**src/rtl/cmp_timer.sv**
```systemverilog
module cmp_timer #(
  parameter int          CLK_HZ   = 50_000_000,
  parameter int          TICK_HZ  = 1_000_000,
  parameter int          NCH      = 4,
  parameter int          AW       = 5,
  parameter logic [63:0] CNT_INIT = 64'd0
) (
  input  logic          clk,
  input  logic          rst_n,
  input  logic          wr_en,
  input  logic          rd_en,
  input  logic [AW-1:0] addr,
  input  logic [31:0]   wr_data,
  output logic [31:0]   rd_data,
  output logic [NCH-1:0] irq
);
  localparam int DIV = (CLK_HZ / TICK_HZ < 1) ? 1 : CLK_HZ / TICK_HZ;
  localparam int PW  = (DIV > 1) ? $clog2(DIV) : 1;
  localparam logic [AW-1:0] A_STAT = AW'(0);
  localparam logic [AW-1:0] A_LO   = AW'(4);
  localparam logic [AW-1:0] A_HI   = AW'(8);

  logic                   tick;
  logic [63:0]            cnt;
  logic [31:0]            hi_lat;
  logic [31:0]            next_lo;
  logic [NCH-1:0]         flg;
  logic [NCH-1:0][31:0]   cmp;

  generate
    if (DIV > 1) begin : g_pre
      logic [PW-1:0] pre;
      always_ff @(posedge clk) begin
        if (!rst_n)                pre <= '0;
        else if (pre == PW'(DIV-1)) pre <= '0;
        else                       pre <= pre + 1'b1;
      end
      assign tick = (pre == PW'(DIV-1));
    end else begin : g_nopre
      assign tick = 1'b1;
    end
  endgenerate

  assign next_lo = cnt[31:0] + 32'd1;

  always_ff @(posedge clk) begin
    if (!rst_n)    cnt <= CNT_INIT;
    else if (tick) cnt <= cnt + 64'd1;
  end

  always_ff @(posedge clk) begin
    if (!rst_n)                       hi_lat <= CNT_INIT[63:32];
    else if (rd_en && addr == A_LO)   hi_lat <= cnt[63:32];
  end

  wire clr_wr = wr_en && (addr == A_STAT);

  generate
    for (genvar i = 0; i < NCH; i++) begin : g_ch
      wire sel = (addr == AW'(12 + 4*i));
      wire hit = tick && (next_lo == cmp[i]);
      always_ff @(posedge clk) begin
        if (!rst_n)              cmp[i] <= '0;
        else if (wr_en && sel)   cmp[i] <= wr_data;
      end
      always_ff @(posedge clk) begin
        if (!rst_n)                    flg[i] <= 1'b0;
        else if (hit)                  flg[i] <= 1'b1;
        else if (clr_wr && wr_data[i]) flg[i] <= 1'b0;
      end
    end
  endgenerate

  assign irq = flg;

  always_comb begin
    rd_data = '0;
    if (addr == A_STAT)    rd_data = 32'(flg);
    else if (addr == A_LO) rd_data = cnt[31:0];
    else if (addr == A_HI) rd_data = hi_lat;
    else begin
      for (int i = 0; i < NCH; i++)
        if (addr == AW'(12 + 4*i)) rd_data = cmp[i];
    end
  end
endmodule

```
**config.mk**
```make
export PLATFORM = sky130hd
export DESIGN_NAME = cmp_timer
export DESIGN_NICKNAME = d
export VERILOG_FILES = /design/src/rtl/cmp_timer.sv
export SDC_FILE = /design/constraint.sdc
export NUM_CORES = 1
export LEC_CHECK = 0
export BUFFER_PORTS_ARGS = -buffer_cell sky130_fd_sc_hd__clkbuf_2
export CORE_UTILIZATION = 40
export CTS_CLUSTER_SIZE = 10
export DETAILED_ROUTE_END_ITERATION = 7
export SYNTH_ARGS = -nofsm -noshare
export SYNTH_HDL_FRONTEND = slang
export SYNTH_SLANG_ARGS = --single-unit
```
**constraint.sdc**
```tcl
create_clock -name clk -period 5.96 [get_ports clk]
set_input_delay 0.298 -clock clk [delete_from_list [all_inputs] [get_ports clk]]
set_output_delay 0.298 -clock clk [all_outputs]
set_load 0.01 [all_outputs]
```
==> flow_summary.toml <==
[routing]
wl_um = 54800
via_per_inst = 5.82
drt_iter0_drc = 1117
antenna_left = 0
routedWlPerCell_um = 23.9
post-route-drc-count = 0
num_vias = 13400
firstDrtPassIters = 5

[flow_run]
cap_violations = 0

[critical_path]
cp_max_fo = 19
end_kind = "flip-flop"
cp_data_arrival_time_ns = 4.87
path_cells = "nand3_1 > or4_1 > buf_4 > nor3_2 > xnor2_1 > o211ai_1 > a311o_1 > or4_1 > o21ai_1"
worst-r2r-setup-slack_ns = 1.58
worstPathRequired_ns = 6.45
timing.critical_path.slowest_cell_delay_ns = 0.88
critPathKind = "flip-flop to flip-flop"
start_kind = "flip-flop"
cpMostUsedCell = "or4_1"
slowest_stage = "or4_1"
worstRegToRegCells = 9

[grt]
grt_util_all_layers_pct = 30.2
grt_overflow = 0
grt_first_pass_wirelength_um = 81600
antenna_found_initial = 0
grt_max_degree = 128
grt_pass1_vias = 12700

[cts]
clk_latency_ns = 0.57
clk_pin_slew_ns = 0.06
cts_max_level = 1
cts_buffer_depth = 3
cts_tree = "built"
cts_root_buffer = "clkbuf_16"
cts_sinks = 234
cts.repair.resized = 0
cts_buffers = 29

[power_and_ir_drop]
p_sw_w = 0.000783
clkPwrFrac_pct = 48.2
power.share.sequential_pct = 47.4
internal_power_w = 0.00256
irDropWorstVdd_v = 0.000211
power_switching_share_pct = 23.4
power.leakage_nw = 5.39
comb_power_share_pct = 4.4
power_density_mw_per_mm2 = 213

[timing]
drv_slew = 0
worst_slew_pin_slew_ns = 1.15
hold_ws_ns = 0.00591
setup_violations = 0
rsz0062_at_grt = "no"
period_needed_ns = 4.38
fmax_mhz = 228
fin_worst_skew_ns = 0.0120
finalCritPeriodShare_pct = 73.5
relSlewSlack_pct = 23.2
fin_setup_tns_ns = 0
finalHoldViolations = 0

[synthesis]
ys_seq_area_share_pct = 33.2
yosysWarnings = 0
synth_cell_types = 71
syn-num-nets = 1859
synthesis.instances = 1815
synth-edff-count = 0
syn-cell-area_mm2 = 0.0141
async_reset_ff_share_pct = 0
postSynthRegisterBits = 234
synth_flop_cell = "dfxtp_1"
avgSynthCellArea_um2 = 7.77

[cells_and_area]
insertedDiodeCount = 0
fillCellCount = 3529
fin_nets = 1876
drive_above_1_share_pct = 9.40
area_growth_pct = 11.5
final_cells = 2296

[outcome]
status = "complete, no violations"

[floorplanning]
start_util_pct = 40.7
core_mm2 = 0.0346
rows = 68
fp.dieArea_mm2 = 0.0360
die_h_um = 190
io_pins = 77
fp.dieW_um = 190

[min_path]
hold_depth = 3
worstHoldPathType = "input pin to flip-flop"

[placed_design]
dp_hpwl_um = 40600
gp_congestion = 0.981
port_buffers = 76
place_inst = 2243
-- cells by family after synthesis --
family / after synthesis / share of synthesized area, %
muxes: 70 / 5.01
xor gates and xnor gates: 195 / 12.4
buffers and inverters: 139 / 3.84
DFF: 234 / 33.2
AOI/OAI and AO/OA: 368 / 18.2
and+or+nand+nor: 806 / 27.1
adders and majority gates: 3 / 0.266
-- final timing paths --
kind                                  from        end
worst max-delay path                cnt[4]     irq[3]
worst min-delay path            wr_data[6]   cmp[102]
worst max register to register      cnt[4]     irq[3]
worst min register to register   hi_lat[0]  hi_lat[0]
-- metrics by stage --
stage	utilization (%)	area, µm²	worst slack [ns]	power (W)
global placement	42.6	14800	1.88	0.00176
global route	45.4	15700	1.45	0.00344
detailed placement	42.6	14800	1.68	0.00176
floorplan	-	14100	2.83	0.00170
CTS	45.4	15700	1.67	0.00337
finish	45.4	15700	1.58	0.00334
-- Yosys cell counts, types with 7 or more instances --
library cell  instances  area (µm²)
nor3b_1              10        75.1
or3_1                17         106
mux2i_1              65         651
o211ai_1             31         233
nand4_1              32         200
and4_1                9        78.8
nor4_1               17         106
xor2_1               62         543
a21oi_1              43         215
nor3_1               25         125
dfxtp_1             234        4680
inv_1                 9        33.8
a21boi_0            171        1280
and2_1               57         357
nand3_1              57         285
nor2_1               86         323
nor2b_1               8        50.1
nand2_1             430        1610
and3_1               17         106
buf_2                 7        35.0
clkbuf_1            113         424
o22ai_1               7        43.8
or4_1                 7        52.6
o2111ai_1             7        61.3
o21ai_0              55         275
xnor2_1             130        1140
a211oi_1              7        52.6
-- power groups by stage --
stage | Clock (W) | Sequential (W) | Combinational, W
6_report | 0.00161 | 0.00158 | 0.000149
5_1_grt | 0.00170 | 0.00158 | 0.000158
3_3_place_gp | 0 | 0.00162 | 0.000139
3_5_place_dp | 0 | 0.00162 | 0.000140
2_1_floorplan | 0 | 0.00161 | 0.0000833
4_1_cts | 0.00164 | 0.00158 | 0.000147
-- routing by layer --
| layer | track usage (%) | share of wire [%] |
|---|---|---|
| met5 | 0 | 0 |
| met2 | 48.5 | 46 |
| met4 | 10.6 | 3.3 |
| met1 | 41.7 | 45 |
| met3 | 3.65 | 6.1 |
-- cell usage in the layout, fill, tap and decap left out, types with 13 or more instances in the layout --
cell type / Yosys / routed
buf_4: 3 / 26
a21oi_1: 43 / 43
a21boi_0: 171 / 171
xor2_1: 62 / 62
nand2_1: 430 / 428
and2_1: 57 / 57
nor4_1: 17 / 17
o211ai_1: 31 / 31
nor2_1: 86 / 84
xnor2_1: 130 / 130
or3_1: 17 / 17
nor3_1: 25 / 25
clkbuf_2: 0 / 75
clkbuf_16: 0 / 29
dfxtp_1: 234 / 234
dlygate4sd3_1: 0 / 13
o21ai_0: 55 / 55
mux2i_1: 65 / 65
and3_1: 17 / 17
nand4_1: 32 / 32
nand3_1: 57 / 57
-- cell type report --
cell class,count,area (µm²),area share [%]
sequential,234,4680,29.8
tap,455,569,3.62
clock buffer,33,751,4.78
clock inverter,7,77.6,0.493
inverter,10,37.5,0.239
multi-input combinational,1442,8890,56.5
timing repair buffer,115,712,4.53
-- worst max-delay path, delay by kind of cell (launching register included) --
kind                   cells  cell delay (ns)
flip-flops                 1             0.64
XOR/XNOR                   1             0.19
buffers and inverters      1             0.29
AO/OA/AOI/OAI              3             0.59
AND/OR/NAND/NOR            4             2.57
-- state kept, by name, summed over array words and instances (netlist names) --
signal     cells
cmp          128
cnt           64
irq            4
g_pre.pre      6
hi_lat        32
-- timing repair --
item                       in CTS  in global routing
setup endpoints to repair       0                  0
hold buffers                   13                  0
hold endpoints to repair       33                  0
setup buffers                   0                  0
Power figures use the tool's default switching activity.
